$ cat src/rtl/dfe_sel_pkg.sv
package dfe_sel_pkg;

    localparam int unsigned LANES_DEF  = 4;
    localparam int unsigned CODE_W_DEF = 7;

    typedef enum logic {
        POL_POS = 1'b0,
        POL_NEG = 1'b1
    } thr_pol_e;

    // Pick the speculative result that matches the earlier decision.
    function automatic logic spec_pick(input logic prev_bit,
                                       input logic above_pos,
                                       input logic above_neg);
        return prev_bit ? above_pos : above_neg;
    endfunction

endpackage

$ cat src/rtl/dfe_thr_reg.sv
module dfe_thr_reg
    import dfe_sel_pkg::*;
#(
    parameter int unsigned CODE_W = CODE_W_DEF
) (
    input  logic              clk,
    input  logic              rst,
    input  logic              we,
    input  logic [CODE_W-1:0] code_in,
    input  logic              neg_in,
    output logic [CODE_W-1:0] code_q,
    output thr_pol_e          pol_q
);

    always_ff @(posedge clk) begin
        if (rst) begin
            code_q <= '0;
            pol_q  <= POL_POS;
        end else if (we) begin
            code_q <= code_in;
            pol_q  <= neg_in ? POL_NEG : POL_POS;
        end
    end

    a_r7_hold_code: assert property (@(posedge clk) disable iff (rst)
        !we |=> $stable(code_q) && $stable(pol_q));

    a_r7_load_code: assert property (@(posedge clk) disable iff (rst)
        we |=> code_q == $past(code_in));

endmodule

$ cat src/rtl/dfe_spec_latch.sv
module dfe_spec_latch
    import dfe_sel_pkg::*;
#(
    parameter int unsigned LANES = LANES_DEF
) (
    input  logic             clk,
    input  logic             rst,
    input  logic             in_valid,
    input  logic [LANES-1:0] in_hi,
    input  logic [LANES-1:0] in_lo,
    output logic             q_valid,
    output logic [LANES-1:0] q_hi,
    output logic [LANES-1:0] q_lo
);

    always_ff @(posedge clk) begin
        if (rst) begin
            q_valid <= 1'b0;
            q_hi    <= '0;
            q_lo    <= '0;
        end else begin
            q_valid <= in_valid;
            if (in_valid) begin
                q_hi <= in_hi;
                q_lo <= in_lo;
            end
        end
    end

endmodule

$ cat src/rtl/dfe_select_chain.sv
module dfe_select_chain
    import dfe_sel_pkg::*;
#(
    parameter int unsigned LANES = LANES_DEF
) (
    input  logic             hist_bit,
    input  logic [LANES-1:0] above_pos,
    input  logic [LANES-1:0] above_neg,
    output logic [LANES-1:0] bits
);

    logic [LANES:0] steer;

    assign steer[0] = hist_bit;

    for (genvar k = 0; k < LANES; k++) begin : g_lane
        assign bits[k]    = spec_pick(steer[k], above_pos[k], above_neg[k]);
        assign steer[k+1] = bits[k];
    end

endmodule

$ cat src/rtl/dfe_unroll_sel.sv
module dfe_unroll_sel
    import dfe_sel_pkg::*;
#(
    parameter int unsigned LANES  = LANES_DEF,
    parameter int unsigned CODE_W = CODE_W_DEF
) (
    input  logic              clk,
    input  logic              rst,
    input  logic              cfg_we,
    input  logic [CODE_W-1:0] cfg_code,
    input  logic              cfg_neg,
    output logic [CODE_W-1:0] thr_code,
    output logic              thr_neg,
    input  logic              smp_valid,
    input  logic [LANES-1:0]  smp_hi,
    input  logic [LANES-1:0]  smp_lo,
    output logic              dec_valid,
    output logic [LANES-1:0]  dec_word
);

    localparam int unsigned LAST = LANES - 1;

    thr_pol_e         pol_q;
    logic             lat_valid;
    logic [LANES-1:0] lat_hi;
    logic [LANES-1:0] lat_lo;
    logic [LANES-1:0] chain_bits;
    logic             hist_q;

    dfe_thr_reg #(.CODE_W(CODE_W)) u_thr (
        .clk     (clk),
        .rst     (rst),
        .we      (cfg_we),
        .code_in (cfg_code),
        .neg_in  (cfg_neg),
        .code_q  (thr_code),
        .pol_q   (pol_q)
    );

    assign thr_neg = (pol_q == POL_NEG);

    dfe_spec_latch #(.LANES(LANES)) u_latch (
        .clk      (clk),
        .rst      (rst),
        .in_valid (smp_valid),
        .in_hi    (smp_hi),
        .in_lo    (smp_lo),
        .q_valid  (lat_valid),
        .q_hi     (lat_hi),
        .q_lo     (lat_lo)
    );

    dfe_select_chain #(.LANES(LANES)) u_chain (
        .hist_bit  (hist_q),
        .above_pos (lat_hi),
        .above_neg (lat_lo),
        .bits      (chain_bits)
    );

    always_ff @(posedge clk) begin
        if (rst) begin
            hist_q    <= 1'b0;
            dec_valid <= 1'b0;
            dec_word  <= '0;
        end else begin
            dec_valid <= lat_valid;
            if (lat_valid) begin
                hist_q   <= chain_bits[LAST];
                dec_word <= chain_bits;
            end
        end
    end

    a_r1_idle_after_reset: assert property (@(posedge clk) disable iff (rst)
        $past(rst) |-> !dec_valid && dec_word == '0);

    a_r2_two_edge_latency: assert property (@(posedge clk) disable iff (rst)
        smp_valid && !$past(rst) |=> lat_valid);

    a_r4_lane0_history: assert property (@(posedge clk) disable iff (rst)
        dec_valid && !$past(rst) |->
            dec_word[0] == ($past(hist_q) ? $past(lat_hi[0]) : $past(lat_lo[0])));

    a_r6_history_hold: assert property (@(posedge clk) disable iff (rst)
        !lat_valid |=> $stable(hist_q));

    a_r8_word_hold: assert property (@(posedge clk) disable iff (rst)
        !lat_valid |=> $stable(dec_word) && !dec_valid);

    for (genvar k = 1; k < LANES; k++) begin : g_chk
        a_r3_lane_steer: assert property (@(posedge clk) disable iff (rst)
            dec_valid && !$past(rst) |->
                dec_word[k] == (dec_word[k-1] ? $past(lat_hi[k]) : $past(lat_lo[k])));
    end

endmodule

$ cat config.mk
export PLATFORM = sky130hd
export DESIGN_NAME = dfe_unroll_sel
export DESIGN_NICKNAME = d
export VERILOG_FILES = /design/src/rtl/dfe_sel_pkg.sv /design/src/rtl/dfe_thr_reg.sv /design/src/rtl/dfe_spec_latch.sv /design/src/rtl/dfe_select_chain.sv /design/src/rtl/dfe_unroll_sel.sv
export SDC_FILE = /design/constraint.sdc
export NUM_CORES = 1
export LEC_CHECK = 0
export ABC_AREA = 1
export ABC_CLOCK_PERIOD_IN_PS = 1000
export BUFFER_PORTS_ARGS = -buffer_cell sky130_fd_sc_hd__clkbuf_2
export CAP_MARGIN = 0
export CORE_ASPECT_RATIO = 1.1
export CORE_UTILIZATION = 41
export DETAILED_ROUTE_END_ITERATION = 10
export PLACE_DENSITY_LB_ADDON = 0.12
export SETUP_SLACK_MARGIN = 0.05
export SYNTH_ARGS = -nofsm -noshare
export SYNTH_HDL_FRONTEND = slang
export SYNTH_SLANG_ARGS = --single-unit
$ cat constraint.sdc
create_clock -name clk -period 1 [get_ports clk]
set_input_delay 0.15 -clock clk [delete_from_list [all_inputs] [get_ports clk]]
set_output_delay 0.15 -clock clk [all_outputs]
set_load 0.02 [all_outputs]
## After elaboration in Yosys (flattened, before gate mapping)

Index checks and enable logic that the tools add are counted.

- Word-level logic and storage cells: 13
- Input bits: 20
- Flip-flop bits (word level): 23
- Output and inout port bits: 13

- Muxes and demuxes: 5

Operators by type and width:

| kind | count |
|---|---|
| $mux 1 | 5 |

## Logic depth before layout (Yosys ltp)

Gate-level depths: netlist of run 1.

- Depth in word-level cells: 4
- Depth in mapped cells: 10
- Depth with buffers taken out: 10

## By module

A second synthesis of run 1 with hierarchy kept.

- Cells, all modules: 160
- Area, all modules: 1,057.3 µm²

Modules (own cells, without submodules):

| module | area an instance (µm²) | sequential area each (µm²) | instances | cells each |
|---|---|---|---|---|
| dfe_spec_latch | 369.1 | 180.2 | 1 | 54 |
| dfe_thr_reg | 341.6 | 160.2 | 1 | 51 |
| dfe_unroll_sel | 215.2 | 100.1 | 1 | 30 |
| dfe_select_chain | 131.4 | 0.0 | 1 | 25 |

## Least setup slack after synthesis of run 1

No wires, ideal clock.

- Path type: register -> register
- From: reg, netlist name dec_word[3]
- To: reg dec_word[3]
- Clock period less this slack: 0.989 ns
- Library setup time: 0.109 ns
- Path buffers: 0
- Data required time: 0.891 ns
- Slack: 0.011 ns
- Arrival time: 0.880 ns
- Stages on the path, launching flop included: 10
- Path through: dfxtp_1 -> inv_2 -> nand2_2 -> nand3_1 -> nand3_2 -> nand2_2 -> nand2_1 -> nand3_1 -> nand2_1 -> inv_1

RTL lines:

| element | line | text |
|---|---|---|
| end signal: assignment | dfe_unroll_sel.sv:69 | `dec_word <= chain_bits;` |
| end: declaration | dfe_unroll_sel.sv:18 | `output logic [LANES-1:0] dec_word` |

==> impl_metrics.py, run 1 <==
metrics = {
    "run_status": {
        "status": "complete, but fails checks",
        "failed_checks": "setup timing",
    },
    "placement": {
        "sum_of_net_half_perimeters_after_detailed_placement_um": 1270,
        "port_buffers": 32,
        "gpl.final_weighted_congestion": 0.814,
        "numPlacedInstances": 169,
    },
    "yosys": {
        "synthesized_nets": 129,
        "seq_area_frac_synth_pct": 53.0,
        "yosys.area.top_type_share_pct": 53.0,
        "netlist_instances": 109,
        "synth-xor-area-share_pct": 0,
        "synth.largest_area_cell": "sky130_fd_sc_hd__dfxtp_1",
        "synth.cell_area_um2": 831,
        "muxShareOfSynthArea_pct": 0,
        "synth_enable_flop_cells": 0,
        "leading_cell_types_by_count_after_synthesis": "30 x sky130_fd_sc_hd__nor2_1, 22 x sky130_fd_sc_hd__dfxtp_1, 18 x sky130_fd_sc_hd__o21ai_0",
        "yosys.area_share.adder_pct": 0,
        "share_of_the_synthesized_area_in_compound_gates_ao_oa_aoi_oai_pct": 14.8,
        "synth.lib_cells_used.distinct": 13,
        "ys_async_sr_fraction_pct": 0,
        "total_of_flip_flops_plus_latches_after_synthesis": 22,
        "synth.area.top_cells": "sky130_fd_sc_hd__dfxtp_1 53%, sky130_fd_sc_hd__nor2_1 14%, sky130_fd_sc_hd__o21ai_0 11%, sky130_fd_sc_hd__inv_1 5.4%, sky130_fd_sc_hd__nand3_1 3.6%",
        "synth_top_family_by_area": "simple AND/OR/NAND/NOR gates",
        "synthMostInstantiatedCell": "sky130_fd_sc_hd__nor2_1",
        "synth.avg_cell_area_um2": 7.62,
        "yosysWarningCount": 0,
        "synth-simple-area-share_pct": 24.2,
        "prevailing_post_synth_register_cell": "sky130_fd_sc_hd__dfxtp_1",
    },
    "power": {
        "power-per-cell-area_nw_per_um2": 1580,
        "total_power_uw": 2050,
        "vdd_drop_max_uv": 1460,
        "power.leakage_uw": 0.000630,
    },
    "drt": {
        "finalWirelength_um": 1910,
        "drt_drc_violations_left": 0,
        "detailedRoute.firstIterationViolations": 14,
        "detail-route-antenna-nets": 0,
        "routed_wire_length_per_instance_um": 10.9,
        "route.detailed.vias_per_inst": 4.74,
        "detailroute.via_count": 830,
        "number_of_detailed_route_iterations_in_the_first_pass": 4,
    },
    "hold_path": {
        "hold_path.class": "in2reg",
        "worstHoldPathCells": 3,
        "holdPathEnd": "u_thr.pol_q",
        "worst_hold_startpoint": "cfg_neg",
    },
    "flow_run": {
        "cap_violations": 0,
    },
    "setup_path": {
        "crit_arrival_ns": 1.30,
        "r2r_endpoint": "dec_word[3]",
        "critical-path-slowest-cell": "sky130_fd_sc_hd__dfxtp_4",
        "required_ns": 1.25,
        "cpMostUsedCell": "sky130_fd_sc_hd__nand2_2",
        "category_of_the_worst_setup_path_launch_point": "flop",
        "critPathMaxStageDelay_ns": 0.39,
        "rrSetupSlack_ns": -0.06,
        "path_max_fanout": 4,
        "worstSetupPathType": "reg2reg",
        "worst_r2r_path_cells": 10,
        "crit_path_cell_trace": "inv_4 -> nand2_4 -> nand2_2 -> nand2_2 -> nand3_2 -> nand2_2 -> nand2_1 -> nand3_1 -> nand2_1 -> inv_1",
        "critPathCaptureType": "flop",
        "worst_r2r_startpoint": "dec_word[3]",
    },
    "timing": {
        "finalWorstSetupSlack_ns": -0.0589,
        "finClkSkew_ns": 0.0135,
        "timing.final.max_slew_violations": 0,
        "min_period_ns": 1.06,
        "maxClockFrequency_ghz": 0.944,
        "setup-violations-final": 3,
        "worst_max_slew_pin_slew_ns": 0.261,
        "setup_repair_after_global_routing_missed_its_margin": "yes",
        "hold_violations": 0,
        "slew_headroom_pct": 82.6,
        "timing.final.crit_share_pct": 106,
    },
    "clock_network": {
        "cts_num_sinks": 22,
        "htree_levels": 1,
        "cts-buffers-inserted": 3,
        "worstSkewPairLatency_ns": 0.32,
        "clk_pin_slew_worst_paths_ns": 0.14,
        "cts.root.buffer_cell": "sky130_fd_sc_hd__clkbuf_4",
        "cts_tree": "done",
        "cts_max_path_buffers": 2,
    },
    "final_layout": {
        "final_layout_size_suffix_gt1_share_pct": 46.6,
        "antenna_cells_inserted": 0,
        "finalCoreUtilization_pct": 70.7,
        "finish.cell_count_without_fillers": 175,
        "flow.area_growth_from_synthesis_pct": 56.6,
        "finish.net_count": 169,
    },
    "global_routing": {
        "grt_resource_usage_total_pct": 19.3,
        "first_pass_grt_wire_length_um": 3160,
        "grt_pass1_vias": 798,
        "grt_overflow": 0,
        "antenna_found_initial": 0,
        "pin_count_of_the_biggest_net_entering_global_routing": 18,
    },
    "die": {
        "die_x_um": 44.9,
        "die_y_um": 49.2,
        "die-area_um2": 2210,
        "io_pins": 33,
        "floorplan.rows": 16,
        "start_util_pct": 45.1,
        "core_region_area_um2": 1840,
    },
}
## per-stage QoR
step / hold slack [ns] / cell area (um2) / setup TNS, ns / setup WS (ns)
final: 0.0372 / 1300 / -0.111 / -0.0589
after global routing: 0.0384 / 1300 / -0.270 / -0.136
after CTS: 0.0416 / 1260 / -0.114 / -0.0456
after detailed placement: 0.380 / 1070 / -0.135 / -0.0769
after global placement: 0.373 / 1070 / -0.0751 / -0.0378
after floorplan: 0.222 / 837 / 0 / 0.0519
## routing by layer
metal	GRT usage, %	wire length, um	up-vias
met5	0	0	-
met4	7.58	27	0
met3	4.81	69	4
met2	34.3	1040	22
met1	20.9	774	376
li1	-	-	428
## kinds of logic (layout without fill, tap and decap cells)
group	count (synthesis)	after routing
AND/OR/NAND/NOR	47	47
AO/OA/AOI/OAI	24	24
flip-flops	22	22
buffers and inverters	16	55
## layout make-up
class	count	area, um2
flip-flops and latches	22	463
repair buffers	38	350
inverters	13	51.3
well taps	27	33.8
fillers	158	541
clock buffers	3	22.5
clock inverters	1	30.0
multi-input cells	71	350
## power breakdown
| group | switching, uW | total [uW] | internal, uW |
|---|---|---|---|
| registers | 49.6 | 993 | 943 |
| logic | 172 | 361 | 188 |
| clock network | 291 | 697 | 406 |
## cells in the final DEF (no fill, tap or decap), types with 5 or more instances in the layout
| cell type | netlist | final |
|---|---|---|
| sky130_fd_sc_hd__inv_1 | 12 | 12 |
| sky130_fd_sc_hd__buf_8 | 0 | 12 |
| sky130_fd_sc_hd__a21oi_1 | 5 | 5 |
| sky130_fd_sc_hd__nor2_1 | 30 | 30 |
| sky130_fd_sc_hd__clkbuf_2 | 0 | 19 |
| sky130_fd_sc_hd__dfxtp_2 | 0 | 15 |
| sky130_fd_sc_hd__o21ai_0 | 18 | 17 |
| sky130_fd_sc_hd__dfxtp_1 | 22 | 6 |
## flip-flops by register name, indices dropped and copies added (netlist names)
signal	count
u_thr.code_q	7
dec_word	4
u_latch.q_hi	4
u_latch.q_lo	4
dec_valid	1
u_latch.q_valid	1
u_thr.pol_q	1
## critical path: cells and delay by family (launching register included)
kind / cells / cell delay (ns)
buffers and inverters: 2 / 0.09
flip-flops: 1 / 0.39
AND/OR/NAND/NOR: 8 / 0.49
## what timing repair did
action / 4_1_cts / 5_1_grt
hold buffers: 0 / 0
gates resized for setup: 42 / 18
pin swaps: 1 / 0
buffers inserted: 1 / 1
setup endpoints to repair: 15 / 17
## worst max path at each step
stage,cells after the start,start,end
5_1_grt,9,dec_word[3],dec_word[3]
6_report,10,dec_word[3],dec_word[3]
3_5_place_dp,7,dec_word[3],dec_word[2]
2_1_floorplan,9,dec_word[3],dec_word[3]
3_3_place_gp,8,dec_word[3],dec_word[2]
4_1_cts,1,dec_word[3],dec_word[3]
(Power assumes the default switching activity.)
==> inputs of run 2 (changes only) <==
CELL_PAD_IN_SITES_DETAIL_PLACEMENT = 1   (was unset)
CELL_PAD_IN_SITES_GLOBAL_PLACEMENT = 2   (was unset)
CORE_UTILIZATION = 22   (was 41)
==> impl_metrics.py, run 2 (synthesis results as in run 1) <==
metrics = {
    "run_status": {
        "status": "complete, but fails checks",
        "failed_checks": "setup timing",
    },
    "hold_path": {
        "hold_path.class": "in2reg",
    },
    "drt": {
        "finalWirelength_um": 2220,
        "detail-route-antenna-nets": 0,
        "detailedRoute.firstIterationViolations": 34,
        "detailroute.via_count": 832,
        "drt_drc_violations_left": 0,
        "route.detailed.vias_per_inst": 4.10,
        "routed_wire_length_per_instance_um": 10.9,
        "number_of_detailed_route_iterations_in_the_first_pass": 3,
    },
    "final_layout": {
        "largest_register_ff_count": 7,
        "finish.instance_area_um2": 1280,
        "finalCoreUtilization_pct": 35.2,
        "seqCellArea_um2": 448,
        "layout_common_cells": "30 x sky130_fd_sc_hd__nor2_1, 21 x sky130_fd_sc_hd__clkbuf_2, 18 x sky130_fd_sc_hd__dfxtp_1, 18 x sky130_fd_sc_hd__buf_4, 16 x sky130_fd_sc_hd__o21ai_0",
        "flow.area_growth_from_synthesis_pct": 53.6,
        "largest-register": "u_thr.code_q",
        "multi_input_area_um2": 355,
        "antenna_cells_inserted": 0,
        "finish.net_count": 174,
        "layout.cells.most_common": "sky130_fd_sc_hd__nor2_1",
        "final_layout_size_suffix_gt1_share_pct": 40.5,
        "nFillCells": 480,
    },
    "clock_network": {
        "htree_levels": 1,
        "cts_tree": "done",
        "cts.root.buffer_cell": "sky130_fd_sc_hd__clkbuf_8",
        "worstSkewPairLatency_ns": 0.27,
        "cts-buffers-inserted": 3,
        "cts_num_sinks": 22,
        "cts_max_path_buffers": 2,
        "clk_pin_slew_worst_paths_ns": 0.08,
        "ctsHoldBuffers": 0,
    },
    "die": {
        "die_y_um": 66.5,
        "io_pins": 33,
        "core_region_area_um2": 3630,
        "start_util_pct": 22.9,
        "die-area_um2": 4030,
        "floorplan.rows": 23,
        "die_x_um": 60.6,
    },
    "setup_path": {
        "r2r_endpoint": "dec_word[3]",
        "setup.worst_path.start": "dec_word[3]",
        "required_ns": 1.17,
        "worstSetupPathType": "reg2reg",
        "setup.worst_path.end": "dec_word[3]",
        "worst_r2r_path_cells": 9,
        "rrSetupSlack_ns": -0.05,
        "worst_r2r_startpoint": "dec_word[3]",
        "critPathCaptureType": "flop",
        "crit_arrival_ns": 1.22,
        "category_of_the_worst_setup_path_launch_point": "flop",
        "path_max_fanout": 4,
    },
    "global_routing": {
        "first_pass_grt_wire_length_um": 3770,
        "grt_overflow": 0,
        "antenna_found_initial": 0,
        "grt_pass1_vias": 913,
        "pin_count_of_the_biggest_net_entering_global_routing": 18,
        "grt_resource_usage_total_pct": 12.8,
    },
    "power": {
        "swShare_pct": 24.3,
        "power_share_of_the_combinational_group_pct": 15.7,
        "vdd_drop_max_uv": 596,
        "p_sw_uw": 523,
        "power-per-cell-area_nw_per_um2": 1690,
        "intPower_uw": 1630,
        "clockPowerShare_pct": 39.1,
        "power.leakage_uw": 0.000628,
        "seq_power_share_pct": 45.2,
    },
    "timing": {
        "hold_violations": 0,
        "timing.final.max_slew_violations": 0,
        "finClkSkew_ns": 0.00290,
        "min_period_ns": 1.05,
        "timing.final.crit_share_pct": 105,
        "setup_repair_after_global_routing_missed_its_margin": "yes",
        "worst_max_slew_pin_slew_ns": 0.256,
        "slew_headroom_pct": 82.9,
        "maxClockFrequency_ghz": 0.955,
        "setup-violations-final": 3,
        "finalWorstSetupSlack_ns": -0.0474,
    },
    "placement": {
        "placement.cell_area_um2": 1110,
        "gpl.final_weighted_congestion": 0.670,
        "port_buffers": 32,
        "sum_of_net_half_perimeters_after_detailed_placement_um": 1680,
    },
    "flow_run": {
        "cap_violations": 0,
    },
}
==> run 2: cell types whose count changed in the layout (fill, tap and decap cells not counted), moves of 2 or more <==
| cell | before | now |
|---|---|---|
| sky130_fd_sc_hd__dfxtp_1 | 6 | 18 |
| sky130_fd_sc_hd__clkbuf_8 | 0 | 3 |
| sky130_fd_sc_hd__buf_6 | 0 | 2 |
| sky130_fd_sc_hd__clkbuf_2 | 19 | 21 |
| sky130_fd_sc_hd__dfxtp_2 | 15 | 3 |
| sky130_fd_sc_hd__buf_4 | 4 | 18 |
| sky130_fd_sc_hd__clkbuf_4 | 3 | 0 |
| sky130_fd_sc_hd__buf_8 | 12 | 0 |
==> run 2: per-stage QoR <==
stage	worst slack (ns)	setup TNS (ns)	power (uW)	hold WS, ns	instances
2_1_floorplan	0.0519	0	1150	0.222	109
4_1_cts	-0.0518	-0.0755	2170	0.0972	202
5_1_grt	-0.153	-0.406	2290	0.108	203
3_5_place_dp	-0.103	-0.194	1290	0.380	196
6_report	-0.0474	-0.115	2150	0.101	203
3_3_place_gp	-0.0882	-0.171	1280	0.374	196
==> run 2: critical path, stage by stage (launching register included) <==
cell                      delay [ns]
sky130_fd_sc_hd__dfxtp_4        0.39
sky130_fd_sc_hd__inv_4          0.05
sky130_fd_sc_hd__nand2_4        0.07
sky130_fd_sc_hd__nand3_2        0.09
sky130_fd_sc_hd__nand3_2        0.10
sky130_fd_sc_hd__nand2_2        0.06
sky130_fd_sc_hd__nand2_1        0.05
sky130_fd_sc_hd__nand3_1        0.06
sky130_fd_sc_hd__nand2_1        0.06
sky130_fd_sc_hd__inv_1          0.03
==> run 2: metal layers <==
metal | up-vias | part of all wire [%] | GRT usage (%)
li1 | 432 | - | -
met1 | 373 | 43 | 13.9
met2 | 22 | 50 | 22.7
met3 | 5 | 4.9 | 3.30
met4 | 0 | 1.8 | 5.97
met5 | - | 0 | 0
==> run 2: what timing repair did <==
item,CTS,global route
gates resized for setup,9,28
setup buffers,2,1
endpoints found under the setup margin,4,15
cloned,0,0
pin swaps,1,1
==> run 2: power groups by stage <==
stage | sequential, uW | combinational [uW] | clock (uW)
floorplan | 1020 | 124 | 0
global placement | 989 | 293 | 0
detailed placement | 991 | 298 | 0
CTS | 974 | 316 | 876
global route | 984 | 380 | 923
finish | 974 | 338 | 842
==> run 2: how the worst min path moves through the flow <==
stage / startpoint / end / cells after the start
after floorplan: rst / dec_valid / 1
after global placement: cfg_neg / u_thr.pol_q / 3
after detailed placement: cfg_code[5] / u_thr.code_q[5] / 3
after CTS: smp_lo[3] / u_latch.q_lo[3] / 3
after global routing: smp_hi[3] / u_latch.q_hi[3] / 3
final: cfg_code[5] / u_thr.code_q[5] / 3
==> run 2: area by class of cell <==
type,instances,area share (%)
flip-flops and latches,22,35.1
clock buffers,3,3.24
multi-input cells,71,27.8
inverters,13,4.02
repair buffers,43,22.5
clock inverters,1,2.35
well taps,50,4.90
==> inputs of run 3 (changes only) <==
ABC_CLOCK_PERIOD_IN_PS = 1250   (was 1000)
CORE_UTILIZATION = 26   (was 22)
clock period = 1.25 ns   (was 1 ns; I/O delays follow)
==> impl_metrics.py, run 3 (synthesis results as in run 1) <==
metrics = {
    "run_status": {
        "status": "complete, no violations",
    },
    "setup_path": {
        "critical-path-slowest-cell": "sky130_fd_sc_hd__dfxtp_4",
        "required_ns": 1.47,
        "worst-path-buf-inv": 2,
        "rrSetupSlack_ns": 0.19,
        "crit_path_cell_trace": "inv_2 -> nand2_2 -> nand2_2 -> nand2_1 -> nand3_2 -> nand2_2 -> nand2_1 -> nand3_1 -> nand2_1 -> inv_1",
        "critPathMaxStageDelay_ns": 0.38,
        "cpLargestDelayFamily": "simple AND/OR/NAND/NOR gates",
        "path_max_fanout": 4,
        "category_of_the_worst_setup_path_launch_point": "flop",
        "critPathCaptureType": "flop",
        "crit_arrival_ns": 1.29,
        "worstSetupPathType": "reg2reg",
    },
    "drt": {
        "detailedRoute.firstIterationViolations": 14,
        "number_of_detailed_route_iterations_in_the_first_pass": 3,
        "routed_wire_length_per_instance_um": 11.8,
        "drt_drc_violations_left": 0,
        "detail-route-antenna-nets": 0,
        "finalWirelength_um": 2090,
        "route.detailed.vias_per_inst": 4.60,
        "detailroute.via_count": 814,
    },
    "final_layout": {
        "layout.cells.most_common": "sky130_fd_sc_hd__clkbuf_2",
        "finish.net_count": 164,
        "largest_register_ff_count": 7,
        "layout_common_cells": "32 x sky130_fd_sc_hd__clkbuf_2, 30 x sky130_fd_sc_hd__nor2_1, 19 x sky130_fd_sc_hd__dfxtp_1, 17 x sky130_fd_sc_hd__o21ai_0, 12 x sky130_fd_sc_hd__inv_1",
        "finish.cell_count_without_fillers": 177,
        "largest-register": "u_thr.code_q",
        "nFillCells": 403,
        "antenna_cells_inserted": 0,
        "flow.area_growth_from_synthesis_pct": 31.3,
        "final_layout_size_suffix_gt1_share_pct": 33.6,
    },
    "timing": {
        "hold_violations": 0,
        "totalNegativeSetupSlack_ns": 0,
        "setup-violations-final": 0,
        "timing.final.crit_share_pct": 85.1,
        "maxClockFrequency_ghz": 0.940,
        "min_period_ns": 1.06,
        "setup_repair_after_global_routing_missed_its_margin": "no",
        "timing.final.max_slew_violations": 0,
        "finClkSkew_ns": 0.00433,
        "worst_max_slew_pin_slew_ns": 0.382,
        "slew_headroom_pct": 74.5,
    },
    "clock_network": {
        "clk_pin_slew_worst_paths_ns": 0.13,
        "cts.root.buffer_cell": "sky130_fd_sc_hd__clkbuf_4",
        "worstSkewPairLatency_ns": 0.31,
        "cts_tree": "done",
        "htree_levels": 1,
        "cts-buffers-inserted": 3,
        "ctsHoldBuffers": 0,
        "cts_max_path_buffers": 2,
        "post_cts_buffers": 0,
        "cts_num_sinks": 22,
    },
    "power": {
        "vdd_drop_max_uv": 606,
        "power.leakage_uw": 0.000551,
        "power-per-cell-area_nw_per_um2": 1280,
    },
    "hold_path": {
        "hold_path.class": "in2reg",
    },
    "die": {
        "core_region_area_um2": 3050,
        "die-area_um2": 3430,
        "io_pins": 33,
        "die_y_um": 61.3,
        "die_x_um": 55.9,
        "floorplan.rows": 21,
        "start_util_pct": 27.3,
    },
    "global_routing": {
        "pin_count_of_the_biggest_net_entering_global_routing": 17,
        "first_pass_grt_wire_length_um": 3650,
        "grt_pass1_vias": 835,
        "grt_resource_usage_total_pct": 14.1,
        "antenna_found_initial": 0,
        "grt_overflow": 0,
    },
    "flow_run": {
        "cap_violations": 0,
    },
    "placement": {
        "sum_of_net_half_perimeters_after_detailed_placement_um": 1600,
        "port_buffers": 32,
        "numPlacedInstances": 173,
        "gpl.final_weighted_congestion": 0.745,
    },
}
-- run 3: cell types whose count changed in the layout (fill, tap and decap cells not counted), sizes merged --
cell / previous run / this run
buf: 22 / 1
bufinv: 1 / 0
clkbuf: 24 / 36
-- run 3: final timing paths --
kind | from | endpoint | cells past startpoint
max | dec_word[3] | dec_word[3] | 10
min reg2reg | u_latch.q_hi[0] | u_latch.q_hi[0] | 2
min | cfg_code[4] | u_thr.code_q[4] | 3
max reg2reg | dec_word[3] | dec_word[3] | 10
-- run 3: routing by layer --
metal	vias to the layer above	track usage [%]	routed length (um)	share of wire [%]
met5	-	0	0	0
met4	0	8.36	51	2.4
met3	4	3.15	107	5.1
met2	20	26.5	1110	53
met1	375	15.0	814	39
li1	415	-	-	-
-- run 3: worst register-to-register path, cell delays in order (launching register included) --
cell and delay, ns:
sky130_fd_sc_hd__dfxtp_4 0.38, sky130_fd_sc_hd__inv_2 0.07, sky130_fd_sc_hd__nand2_2 0.07, sky130_fd_sc_hd__nand2_2 0.07, sky130_fd_sc_hd__nand2_1 0.06, sky130_fd_sc_hd__nand3_2 0.07
sky130_fd_sc_hd__nand2_2 0.05, sky130_fd_sc_hd__nand2_1 0.05, sky130_fd_sc_hd__nand3_1 0.06, sky130_fd_sc_hd__nand2_1 0.06, sky130_fd_sc_hd__inv_1 0.03
-- run 3: repair_timing --
action                                  in CTS  in global routing
endpoints found under the hold margin        0                  0
gates resized for setup                      0                  8
endpoints found under the setup margin       0                  2
-- run 3: through the flow --
step	setup WS, ns	cell area, um2	total power, uW	hold slack, ns	util (%)
3_5_place_dp	0.131	1040	1010	0.422	34.0
4_1_cts	0.114	1070	1430	0.0789	35.2
6_report	0.186	1090	1390	0.0887	35.8
3_3_place_gp	0.176	1040	1000	0.410	34.0
2_1_floorplan	0.261	831	916	0.260	-
5_1_grt	0.0551	1090	1490	0.0868	35.8
-- run 3: final cells by class --
class	count	area (um2)	area share, %
tap	34	42.5	3.90
multi-input combinational	71	337	30.8
sequential	22	447	40.9
clock buffer	4	36.3	3.33
inverter	13	48.8	4.47
timing repair buffer	33	180	16.5
-- run 3: power breakdown --
group          switching (uW)  internal (uW)  leakage, uW
clock network             221            178    0.0000210
registers                28.3            749     0.000184
logic                     131           85.8     0.000346
total                     380           1010     0.000551
